===== src/rtl/ep0_pkg.sv =====
package ep0_pkg;
  typedef enum logic [1:0] {
    HS_ACK   = 2'd0,
    HS_NAK   = 2'd1,
    HS_STALL = 2'd2
  } hs_e;

  localparam int EN_BIT    = 31;
  localparam int SNAK_BIT  = 27;
  localparam int CNAK_BIT  = 26;
  localparam int STALL_BIT = 21;
  localparam int SNOOP_BIT = 20;
  localparam int N_IRQ     = 3;
endpackage


===== src/rtl/ep0_csr.sv =====
module ep0_csr
  import ep0_pkg::*;
#(
  parameter int REG_W = 32
) (
  input  logic             clk,
  input  logic             rst,
  input  logic             wr_en,
  input  logic [REG_W-1:0] wr_data,
  input  logic             ev_setup,
  input  logic             ev_done,
  input  logic             ev_off,
  output logic             en_q,
  output logic             nak_q,
  output logic             stall_q,
  output logic             snoop_q,
  output logic [REG_W-1:0] rd_data
);
  logic hw_clr_en;
  logic hw_set_nak;
  logic sw_set_nak;
  logic sw_clr_nak;

  assign hw_clr_en  = ev_setup | ev_done | ev_off;
  assign hw_set_nak = ev_setup | ev_done;
  assign sw_set_nak = wr_en & wr_data[SNAK_BIT];
  assign sw_clr_nak = wr_en & wr_data[CNAK_BIT];

  always_ff @(posedge clk) begin
    if (rst) begin
      en_q    <= 1'b0;
      nak_q   <= 1'b0;
      stall_q <= 1'b0;
      snoop_q <= 1'b0;
    end else begin
      if (hw_clr_en)                            en_q <= 1'b0;
      else if (wr_en && wr_data[EN_BIT])        en_q <= 1'b1;

      if (hw_set_nak || sw_set_nak)             nak_q <= 1'b1;
      else if (sw_clr_nak)                      nak_q <= 1'b0;

      if (ev_setup)                             stall_q <= 1'b0;
      else if (wr_en && wr_data[STALL_BIT])     stall_q <= 1'b1;

      if (wr_en)                                snoop_q <= wr_data[SNOOP_BIT];
    end
  end

  always_comb begin
    rd_data            = '0;
    rd_data[EN_BIT]    = en_q;
    rd_data[STALL_BIT] = stall_q;
    rd_data[SNOOP_BIT] = snoop_q;
  end
endmodule


===== src/rtl/ep0_resp.sv =====
module ep0_resp
  import ep0_pkg::*;
(
  input  logic       clk,
  input  logic       rst,
  input  logic       ev_setup,
  input  logic       ev_out,
  input  logic       en,
  input  logic       nak,
  input  logic       stall,
  input  logic       glb_nak,
  output logic       hs_valid,
  output logic [1:0] hs_code
);
  hs_e next_code;

  always_comb begin
    if (ev_setup)            next_code = HS_ACK;
    else if (stall)          next_code = HS_STALL;
    else if (nak || glb_nak) next_code = HS_NAK;
    else if (en)             next_code = HS_ACK;
    else                     next_code = HS_NAK;
  end

  always_ff @(posedge clk) begin
    if (rst) begin
      hs_valid <= 1'b0;
      hs_code  <= HS_ACK;
    end else begin
      hs_valid <= ev_setup | ev_out;
      hs_code  <= (ev_setup | ev_out) ? next_code : HS_ACK;
    end
  end
endmodule


===== src/rtl/ep0_irq.sv =====
module ep0_irq #(
  parameter int N = 3
) (
  input  logic         clk,
  input  logic         rst,
  input  logic [N-1:0] ev,
  output logic [N-1:0] irq
);
  for (genvar g = 0; g < N; g++) begin : g_chan
    logic seen_q;
    always_ff @(posedge clk) begin
      if (rst) begin
        seen_q <= 1'b0;
        irq[g] <= 1'b0;
      end else begin
        seen_q <= ev[g];
        irq[g] <= seen_q;
      end
    end
  end
endmodule


===== src/rtl/ep0_out_ctrl.sv =====
module ep0_out_ctrl
  import ep0_pkg::*;
#(
  parameter int REG_W = 32
) (
  input  logic             clk,
  input  logic             rst,
  input  logic             wr_en,
  input  logic [REG_W-1:0] wr_data,
  output logic [REG_W-1:0] rd_data,
  input  logic             glb_out_nak,
  input  logic             ev_setup,
  input  logic             ev_out,
  input  logic             ev_xfer_done,
  input  logic             ev_ep_off,
  output logic             hs_valid,
  output logic [1:0]       hs_code,
  output logic             mover_en,
  output logic             chk_force,
  output logic             irq_setup,
  output logic             irq_ep_off,
  output logic             irq_xfer_done
);
  logic             en_w;
  logic             nak_w;
  logic             stall_w;
  logic             snoop_w;
  logic [N_IRQ-1:0] irq_w;

  ep0_csr #(.REG_W(REG_W)) u_csr (
    .clk      (clk),
    .rst      (rst),
    .wr_en    (wr_en),
    .wr_data  (wr_data),
    .ev_setup (ev_setup),
    .ev_done  (ev_xfer_done),
    .ev_off   (ev_ep_off),
    .en_q     (en_w),
    .nak_q    (nak_w),
    .stall_q  (stall_w),
    .snoop_q  (snoop_w),
    .rd_data  (rd_data)
  );

  ep0_resp u_resp (
    .clk      (clk),
    .rst      (rst),
    .ev_setup (ev_setup),
    .ev_out   (ev_out),
    .en       (en_w),
    .nak      (nak_w),
    .stall    (stall_w),
    .glb_nak  (glb_out_nak),
    .hs_valid (hs_valid),
    .hs_code  (hs_code)
  );

  ep0_irq #(.N(N_IRQ)) u_irq (
    .clk (clk),
    .rst (rst),
    .ev  ({ev_ep_off, ev_xfer_done, ev_setup}),
    .irq (irq_w)
  );

  assign irq_setup     = irq_w[0];
  assign irq_xfer_done = irq_w[1];
  assign irq_ep_off    = irq_w[2];
  assign mover_en      = en_w;
  assign chk_force     = snoop_w;
endmodule


===== config.mk =====
export PLATFORM = sky130hd
export DESIGN_NAME = ep0_out_ctrl
export DESIGN_NICKNAME = d
export VERILOG_FILES = /design/src/rtl/ep0_pkg.sv /design/src/rtl/ep0_csr.sv /design/src/rtl/ep0_resp.sv /design/src/rtl/ep0_irq.sv /design/src/rtl/ep0_out_ctrl.sv
export SDC_FILE = /design/constraint.sdc
export NUM_CORES = 1
export LEC_CHECK = 0
export ABC_AREA = 1
export BUFFER_PORTS_ARGS = -buffer_cell sky130_fd_sc_hd__buf_2
export CAP_MARGIN = 25
export CORE_MARGIN = 2
export CORE_UTILIZATION = 29
export DETAILED_ROUTE_END_ITERATION = 12
export PLACE_DENSITY = 0.75
export SYNTH_ARGS = -nofsm -noshare
export SYNTH_HDL_FRONTEND = slang
export SYNTH_SLANG_ARGS = --single-unit

===== constraint.sdc =====
create_clock -name clk -period 0.8 [get_ports clk]
set_clock_uncertainty 0.2 [all_clocks]
set_input_delay 0.08 -clock clk [delete_from_list [all_inputs] [get_ports clk]]
set_output_delay 0.08 -clock clk [all_outputs]
set_load 0.02 [all_outputs]

==> impl_metrics.toml <==
[run_status]
outcome = "finished with violations"
violations = "hold timing, setup timing"

[setup_path]
path_class = "reg2out"
path_delay_family = "flip-flops"
critPathMaxStageDelay_ps = 360
crit_buf_inv = 1
required_ps = 520
slowest_stage = "dfxtp_4"
start_kind = "register"
arrival_ps = 750
crit_chain = "buf_6"
path_max_fanout = 3
crit_path_end_kind = "primary output"

[synthesis]
synth.distinct_cells = 13
mappedNetlistArea_um2 = 679
yosysWarningCount = 0
synth_commonest_cells = "buf_4, nor2_1, dfxtp_1"
synthArstFlopShare_pct = 0
synth.area.top_cells = "dfxtp_1, buf_4, nor2_1"
synth_seq_cells = 13
synth_flop_cell = "dfxtp_1"
synth_most_common_cell = "buf_4"
syn_avg_cell_area_um2 = 7.90
synth.largest_area_cell = "dfxtp_1"
syn_inst = 86
yosysTopAreaCellShare_pct = 38.3
synth_edf_count = 0
synth-seq-area-share_pct = 38.3

[drt]
wl_per_cell_um = 7.53
dr.first_iter.drc_count = 4
route.final.wire_length_um = 1050
drc = 0
via_count = 494
vias_per_cell = 3.53
dr.pass1.iters = 3
ant_nets = 0

[global_routing]
grt_pass1_wl_um = 1380
antenna_found_initial = 0
grt_max_degree = 9
overflow = 0
track_usage_pct = 7.43
grt_pass1_vias = 389

[power]
p_leak_nw = 0.457
ir_worst_vdd_mv = 0.761
p_seq_share_pct = 49.6
p_sw_w = 0.000425
swShare_pct = 30.6
power_density_nw_per_um2 = 1640
p_int_w = 0.000965
combPwrFrac_pct = 22.5
p_clk_share_pct = 27.8

[sta]
rsz0062_at_grt = "yes"
clock.fmax_mhz = 967
finalCritPeriodShare_pct = 129
drv_slew = 0
min_period_ps = 1030
setup_violations = 16
hold_viol = 12
hold_ws_ps = -179
worst_slack_ps = -234

[place]
dp_worst_setup_slack_ps = -119
portBuffers = 23
dp_hpwl_um = 848
place_congestion = 0.705

[floorplan]
die_area_um2 = 2750
ios = 80
core_area_um2 = 2210
die_w_um = 52.4
num_rows = 17
dieHeight_um = 52.4
initial_core_util_pct = 30.7

[cts]
clock_latency_ps = 270
path_clk_slew_ps = 60
cts-buffers-inserted = 3
htreeDepth = 1
cts_tree = "done"
clock_path_buffers = 2
root_buffer = "clkbuf_4"
cts.sinks = 13

[layout]
drive_gt1_share_pct = 43.8
area_growth_pct = 24.5
antenna_cells = 0
final_nets = 153

[worst_hold_path]
hold_path.class = "in2reg"

[job]
cap_violations = 0
[layout make-up]
cell class,instances,area [um^2]
Clock buffer,4,26.3
Fill cell,220,1370
Inverter,11,41.3
Multi-Input combinational cell,57,248
Sequential cell,13,278
Tap cell,28,35.0
Timing Repair Buffer,27,218
[stage by stage]
step / setup TNS, ps / utilization (%) / area, um^2 / total power, W / instances
2_1_floorplan: -83.0 / - / 792 / 0.00101 / 114
4_1_cts: -2930 / 37.8 / 837 / 0.00140 / 140
3_3_place_gp: -130 / 31.9 / 706 / 0.000961 / 134
6_report: -2790 / 38.2 / 846 / 0.00139 / 140
3_5_place_dp: -248 / 31.9 / 706 / 0.000967 / 134
5_1_grt: -3280 / 38.2 / 846 / 0.00146 / 140
[cells by family after synthesis]
family,count (synthesis),synth area share (%)
other cells,1,0.552
flops,13,38.3
buf+inv,44,43.1
simple gates,24,15.1
compound gates,4,2.95
[metal layers]
layer / vias to the layer above / share of wire, % / track usage, %
met5: - / 0 / 0
li1: 248 / - / -
met1: 205 / 36 / 6.07
met2: 37 / 48 / 12.5
met3: 4 / 13 / 2.57
met4: 0 / 2.7 / 8.97
[power by group through the flow]
stage	Clock [W]	Combinational [W]	Sequential, W
final	0.000387	0.000313	0.000690
after floorplan	0	0.000298	0.000717
after global placement	0	0.000266	0.000695
after detailed placement	0	0.000271	0.000696
after CTS	0.000404	0.000310	0.000690
after global routing	0.000428	0.000338	0.000693
[timing repair]
| item | 4_1_cts | 5_1_grt |
|---|---|---|
| endpoints found under the setup margin | 16 | 16 |
| gates resized for setup | 35 | 3 |
| endpoints found under the hold margin | 13 | 12 |
| buffers inserted | 2 | 0 |
| pin swaps | 3 | 4 |
[state kept, by name (all words and copies together), names as in the netlist]
register and cells:
u_csr.snoop_q 1, u_csr.stall_q 1, u_csr.en_q 1, u_resp.hs_code 2
u_irq.irq 3, u_csr.nak_q 1, u_irq.g_chan.seen_q 3, u_resp.hs_valid 1
[placed cells by master (no fill, tap or decap), drive strengths merged]
| cell | n |
|---|---|
| dfxtp | 13 |
| nand2 | 6 |
| nand3 | 2 |
| clkbuf | 4 |
| buf | 27 |
| nor2 | 15 |
| nand4 | 1 |
| conb | 29 |
| a21oi | 3 |
| o21ai | 1 |
| inv | 11 |
[path summary, 6_finish.rpt]
check                          from                 to  slack (ps)  cells past startpoint
max                      u_csr.en_q        rd_data[31]        -230                      1
min                     wr_data[20]      u_csr.snoop_q        -180                      3
max reg2reg              u_csr.en_q  u_resp.hs_code[0]        -150                      4
min reg2reg  u_irq.g_chan[2].seen_q       u_irq.irq[2]         200                      2
Power figures use the tool's default switching activity.
